### config.mk
export PLATFORM = sky130hd
export DESIGN_NAME = tree_sum_engine
export DESIGN_NICKNAME = d
export VERILOG_FILES = /design/src/rtl/tree_sum_pkg.sv /design/src/rtl/tree_sum_ctrl.sv /design/src/rtl/tree_sum_lanes.sv /design/src/rtl/tree_sum_engine.sv
export SDC_FILE = /design/constraint.sdc
export NUM_CORES = 1
export LEC_CHECK = 0
export ABC_AREA = 1
export BUFFER_PORTS_ARGS = -buffer_cell sky130_fd_sc_hd__buf_4
export CAP_MARGIN = 5
export CORE_MARGIN = 2
export CORE_UTILIZATION = 35
export CTS_CLUSTER_SIZE = 8
export DETAILED_ROUTE_END_ITERATION = 6
export SLEW_MARGIN = 20
export SYNTH_ARGS = -nofsm -noshare
export SYNTH_HDL_FRONTEND = slang
export SYNTH_SLANG_ARGS = --single-unit
### constraint.sdc
create_clock -name clk -period 5.8 [get_ports clk]
set_input_delay 0.87 -clock clk [delete_from_list [all_inputs] [get_ports clk]]
set_output_delay 0.87 -clock clk [all_outputs]
set_load 0.02 [all_outputs]
### src/rtl/tree_sum_pkg.sv
package tree_sum_pkg;
    typedef enum logic [0:0] {
        RS_IDLE   = 1'b0,
        RS_REDUCE = 1'b1
    } red_state_e;
endpackage

### src/rtl/tree_sum_ctrl.sv
module tree_sum_ctrl
    import tree_sum_pkg::*;
#(
    parameter int N = 16
) (
    input  logic                 clk,
    input  logic                 rst_n,
    input  logic                 start_i,
    input  logic                 valid_i,
    output logic                 load_o,
    output logic                 step_o,
    output logic                 last_o,
    output logic [$clog2(N)-1:0] stride_o,
    output logic                 busy_o,
    output logic                 done_o
);
    localparam int IW   = $clog2(N);
    localparam int HALF = N / 2;

    red_state_e      state_q, state_nx;
    logic [IW-1:0]   stride_q, stride_nx;
    logic            done_q;

    // state register process
    always_ff @(posedge clk or negedge rst_n) begin
        if (!rst_n) begin
            state_q  <= RS_IDLE;
            stride_q <= '0;
            done_q   <= 1'b0;
        end else begin
            state_q  <= state_nx;
            stride_q <= stride_nx;
            done_q   <= last_o;
        end
    end

    // next-state logic: launch, descend, finish
    always_comb begin
        state_nx  = state_q;
        stride_nx = stride_q;
        unique case (state_q)
            RS_IDLE: begin
                if (start_i && valid_i) begin
                    state_nx  = RS_REDUCE;
                    stride_nx = IW'(HALF);
                end
            end
            RS_REDUCE: begin
                if (stride_q == IW'(1)) begin
                    state_nx  = RS_IDLE;
                    stride_nx = '0;
                end else begin
                    stride_nx = stride_q >> 1;
                end
            end
            default: begin
                state_nx  = RS_IDLE;
                stride_nx = '0;
            end
        endcase
    end

    // output process
    always_comb begin
        busy_o   = (state_q == RS_REDUCE);
        load_o   = (state_q == RS_IDLE) && start_i && valid_i;
        step_o   = busy_o;
        last_o   = busy_o && (stride_q == IW'(1));
        stride_o = stride_q;
        done_o   = done_q;
    end


    stride_live_chk: assert property (@(posedge clk) disable iff (!rst_n)
        busy_o |-> (stride_q != '0) && $onehot0(stride_q));


    busy_hold_chk: assert property (@(posedge clk) disable iff (!rst_n)
        (step_o && !last_o) |=> busy_o);


    done_pulse_chk: assert property (@(posedge clk) disable iff (!rst_n)
        done_o |=> !done_o);


    no_load_busy_chk: assert property (@(posedge clk) disable iff (!rst_n)
        busy_o |-> !load_o);
endmodule

### src/rtl/tree_sum_lanes.sv
module tree_sum_lanes #(
    parameter int N = 16,
    parameter int W = 16
) (
    input  logic                 clk,
    input  logic                 rst_n,
    input  logic                 load_i,
    input  logic                 step_i,
    input  logic [$clog2(N)-1:0] stride_i,
    input  logic [N*W-1:0]       vals_i,
    output logic [W-1:0]         head_nx_o
);
    localparam int IW   = $clog2(N);
    localparam int HALF = N / 2;

    logic [W-1:0] elem [N];
    logic [W-1:0] nx   [N];

    for (genvar t = 0; t < N; t++) begin : g_lane
        if (t < HALF) begin : g_add
            logic [IW-1:0] pidx;
            logic          live;
            assign pidx  = IW'(t) + stride_i;
            assign live  = step_i && (IW'(t) < stride_i);
            assign nx[t] = load_i ? vals_i[t*W +: W]
                         : live   ? elem[t] + elem[pidx]
                         :          elem[t];
        end else begin : g_hold
            assign nx[t] = load_i ? vals_i[t*W +: W] : elem[t];


            upper_still_chk: assert property (@(posedge clk) disable iff (!rst_n)
                step_i |=> $stable(elem[t]));
        end
    end

    always_ff @(posedge clk or negedge rst_n) begin
        if (!rst_n) begin
            for (int k = 0; k < N; k++) elem[k] <= '0;
        end else begin
            for (int k = 0; k < N; k++) elem[k] <= nx[k];
        end
    end

    assign head_nx_o = nx[0];
endmodule

### src/rtl/tree_sum_engine.sv
module tree_sum_engine #(
    parameter int N = 16,
    parameter int W = 16
) (
    input  logic           clk,
    input  logic           rst_n,
    input  logic           start_i,
    input  logic           valid_i,
    input  logic [N*W-1:0] vals_i,
    output logic [W-1:0]   sum_o,
    output logic           done_o,
    output logic           busy_o
);
    localparam int IW    = $clog2(N);
    localparam int STEPS = $clog2(N);

    logic          load, step, last;
    logic [IW-1:0] stride;
    logic [W-1:0]  head_nx;
    logic [W-1:0]  sum_q;

    tree_sum_ctrl #(.N(N)) ctrl_i (
        .clk      (clk),
        .rst_n    (rst_n),
        .start_i  (start_i),
        .valid_i  (valid_i),
        .load_o   (load),
        .step_o   (step),
        .last_o   (last),
        .stride_o (stride),
        .busy_o   (busy_o),
        .done_o   (done_o)
    );

    tree_sum_lanes #(.N(N), .W(W)) lanes_i (
        .clk       (clk),
        .rst_n     (rst_n),
        .load_i    (load),
        .step_i    (step),
        .stride_i  (stride),
        .vals_i    (vals_i),
        .head_nx_o (head_nx)
    );

    always_ff @(posedge clk or negedge rst_n) begin
        if (!rst_n)    sum_q <= '0;
        else if (load) sum_q <= '0;
        else if (last) sum_q <= head_nx;
    end

    assign sum_o = sum_q;

    // cycle counter used only by the latency check
    logic [IW:0] lat_cnt;
    always_ff @(posedge clk or negedge rst_n) begin
        if (!rst_n)      lat_cnt <= '0;
        else if (load)   lat_cnt <= '0;
        else if (busy_o) lat_cnt <= lat_cnt + 1'b1;
    end


    latency_chk: assert property (@(posedge clk) disable iff (!rst_n)
        done_o |-> (lat_cnt == (IW+1)'(STEPS)));


    done_with_fall_chk: assert property (@(posedge clk) disable iff (!rst_n)
        $fell(busy_o) |-> done_o);


    sum_hold_chk: assert property (@(posedge clk) disable iff (!rst_n)
        (!load && !last) |=> $stable(sum_o));


    sum_clear_chk: assert property (@(posedge clk) disable iff (!rst_n)
        load |=> (sum_o == '0));
endmodule

==> impl_metrics.tcl <==
set metrics [dict create \
    status "finished, final reports clean" \
    first_iter_violations 3618 \
    ys_warn_count 0 \
    antenna-diode-count 0 \
    die_h_microns 282 \
    fp.dieW_microns 282 \
    core_sq_um 76100 \
    hold_buffers 0 \
    clockRootBuffer "clkbuf_16" \
    grt_max_degree 155 \
    synthCells 4456 \
    yosysSeqAreaShare_pct 25.8 \
    syn_area_per_cell_sq_um 6.05 \
    period_needed_ns 4.75 \
    synthTopCellsByArea "dfrtp_1, nand2_1, o21ai_0" \
    arrival_ns 5.22 \
    wl_microns 133000 \
    post-route-util_pct 40.8 \
    vias_per_cell 5.48 \
    cap_violations 0 \
    finalMaxSlewViolations 0 \
    cts_tree "yes" \
    yosysTopAreaCell "dfrtp_1" \
    clock-skew-final_ns 0.0212 \
    met3_usage_pct 4.84 \
    layout.nets 4976 \
    synth.top_cell.area_share_pct 25.8 \
    synth_nets 4853 \
    avgRoutedWirePerCell_microns 23.6 \
    timing.slew.headroom_pct 22.3 \
    critPathSlowestCell "buf_4" \
    crit_fanout 134 \
    slowest_delay_ns 0.90 \
    die_area_sq_um 79300 \
    critPathBufInv 4 \
    synth_area_sq_um 27000 \
    start_util_pct 35.4 \
    clk-insertion-delay-late_ns 0.59 \
    period_share_pct 81.9 \
    ys_types 48 \
    vias 30800 \
    hp-class "input pin to asynchronous set/reset pin" \
    finalSetupViolCount 0 \
    drive_above_1_share_pct 9.49 \
    grt_pass1_wl_microns 191000 \
    synthToLayoutAreaGrowth_pct 15.3 \
    worstSetupEndpointType "flip-flop" \
    clockBufferDepth 3 \
    fin_hold_ws_ns 0.296 \
    drc_errors 0 \
    h-tree-depth 2 \
    critPathLaunchType "flip-flop" \
    gp_congestion 1.04 \
    synth-seq-cells 278 \
    busiest_layer "met2" \
    multi_input_area_sq_um 17300 \
    path_depth 18 \
    grt_use_met2_pct 51.8 \
    reg2reg_depth 18 \
    cts_resized 0 \
    numPortBuffers 277 \
    criticalPathCategory "flip-flop to flip-flop" \
    ios 278 \
    drt_first_pass_iters 7 \
    grtUsageTotal_pct 33.0 \
    num_rows 101 \
    dp_slack_ns 1.19 \
    rsz0062_at_grt "false" \
    final.setup.worst_slack_ns 1.05 \
    seqCellArea_sq_um 6960 \
    max_freq_ghz 0.211 \
    crit_chain "inv_4 > buf_4 > o21ai_0 > inv_1 > o21ai_0 > o21ai_0 > ha_1 > inv_1 > fa_1 > nand3b_1 > nand2_1 > a21oi_1 > o21bai_1 > nand3_1 > nand3_1 > nand3_1 > nand2_1 > nand2_1" \
    path_clk_slew_ns 0.06 \
    gr-usage-met1_pct 45.3 \
    cts_setup_buffers 0 \
    fillers 8393 \
    crit_required_ns 6.27 \
    worstMarginPinSlew_ns 1.15 \
    antenna_found_initial 3 \
    grt_overflow 0 \
    clock_sinks 278 \
    numCtsBuffers 43 \
    hold_violations 0 \
    dp_hpwl_microns 107000 \
    postRouteAntennaNets 0 \
    grt_pass1_vias 28500 \
    cp_top_family "buffers and inverters" \
    setup_tns_ns 0 \
]
## flip-flops by register name, indices dropped and copies added (netlist names)
register and count:
lanes_i.elem 256, sum_o 16, ctrl_i.done_o 1, ctrl_i.stride_o 4, ctrl_i.busy_o 1
## synth_stat cells, drive strengths merged
cell / instances
nand2: 1460
o21ai: 897
inv: 436
dfrtp: 278
a21oi: 233
nand3: 224
nor2: 217
clkbuf: 149
ha: 129
buf: 116
a32o: 44
xor2: 44
o22ai: 27
o211ai: 26
a31oi: 24
nand4: 21
o21bai: 18
xnor2: 17
a21o: 16
nor3: 15
nand3b: 13
fa: 8
or2: 8
o31ai: 7
a31o: 4
a22o: 3
a22oi: 3
a32oi: 3
o21a: 3
a21boi: 2
and2: 2
mux2i: 2
nor4: 2
o32ai: 2
clkinv: 1
nand2b: 1
o221ai: 1
## final cells by class
type,instances,area share [%]
Multi-Input combinational cell,3476,55.7
Sequential cell,278,22.4
Timing Repair Buffer,343,8.51
Inverter,437,5.30
Tap cell,1030,4.15
Clock buffer,53,3.75
Clock inverter,6,0.153
## per-layer routing
layer  vias up  wire length (microns)
met5         -                     15
met4         2                   6390
met3       206                   9500
met2      1144                  58400
met1     14500                  58600
li1      14900                      -
## cell usage in the layout (no fill, tap or decap), types with 4 or more instances in the layout
cell type  Yosys  routed
a21o_1        16      16
a21oi_1      232     232
a31o_2         4       4
a31oi_1       24      24
a32o_1        44      44
buf_12         0       5
buf_4          5     337
clkbuf_1     149       6
clkbuf_16      0      44
dfrtp_1      278     275
fa_1           8       8
ha_1         129     127
inv_1        426     423
inv_2         10      11
nand2_1     1459    1459
nand3_1      224     224
nand3b_1      13      13
nand4_1       21      21
nor2_1       215     215
nor3_1        15      15
o211ai_1      26      26
o21ai_0      871     869
o21ai_1       25      26
o21bai_1      18      18
o22ai_1       27      27
o31ai_1        7       7
or2_2          8       8
xnor2_1       17      17
xor2_1        41      40
## logic make-up (layout without fill, tap and decap cells)
kind of cell	Yosys count	in the layout	synth area share, %
AO/OA/AOI/OAI	1313	1313	26.3
flip-flops	278	278	25.8
adder cells (fa/ha/maj)	137	137	6.58
AND/OR/NAND/NOR	1963	1963	29.0
multiplexers	2	2	0.0743
buffers and inverters	702	839	10.1
XOR/XNOR	61	61	2.07
## path summary, 6_finish.rpt
| kind | startpoint | to | slack (ns) |
|---|---|---|---|
| max in group asynchronous | rst_n | lanes_i.elem[129]$_DFFE_PN0P_ | 4.37 |
| hold reg to reg | sum_o[8]$_DFFE_PN0P_ | sum_o[8]$_DFFE_PN0P_ | 0.48 |
| setup reg to reg | ctrl_i.stride_o[1]$_DFFE_PN0P_ | lanes_i.elem[156]$_DFFE_PN0P_ | 1.05 |
| hold / removal | rst_n | sum_o[10]$_DFFE_PN0P_ | 0.30 |
| min in group clk | sum_o[8]$_DFFE_PN0P_ | sum_o[8]$_DFFE_PN0P_ | 0.48 |
| setup / recovery | ctrl_i.stride_o[1]$_DFFE_PN0P_ | lanes_i.elem[156]$_DFFE_PN0P_ | 1.05 |
## through the flow
step,area (sq um),cells
2_1_floorplan,27000,4456
3_3_place_gp,29900,5564
3_5_place_dp,29900,5564
4_1_cts,31100,5623
5_1_grt,31100,5623
6_report,31100,5623
Power is left out: the tool's default activity adds up to more than one toggle a clock period on the data nets, which glitch-free logic cannot reach.
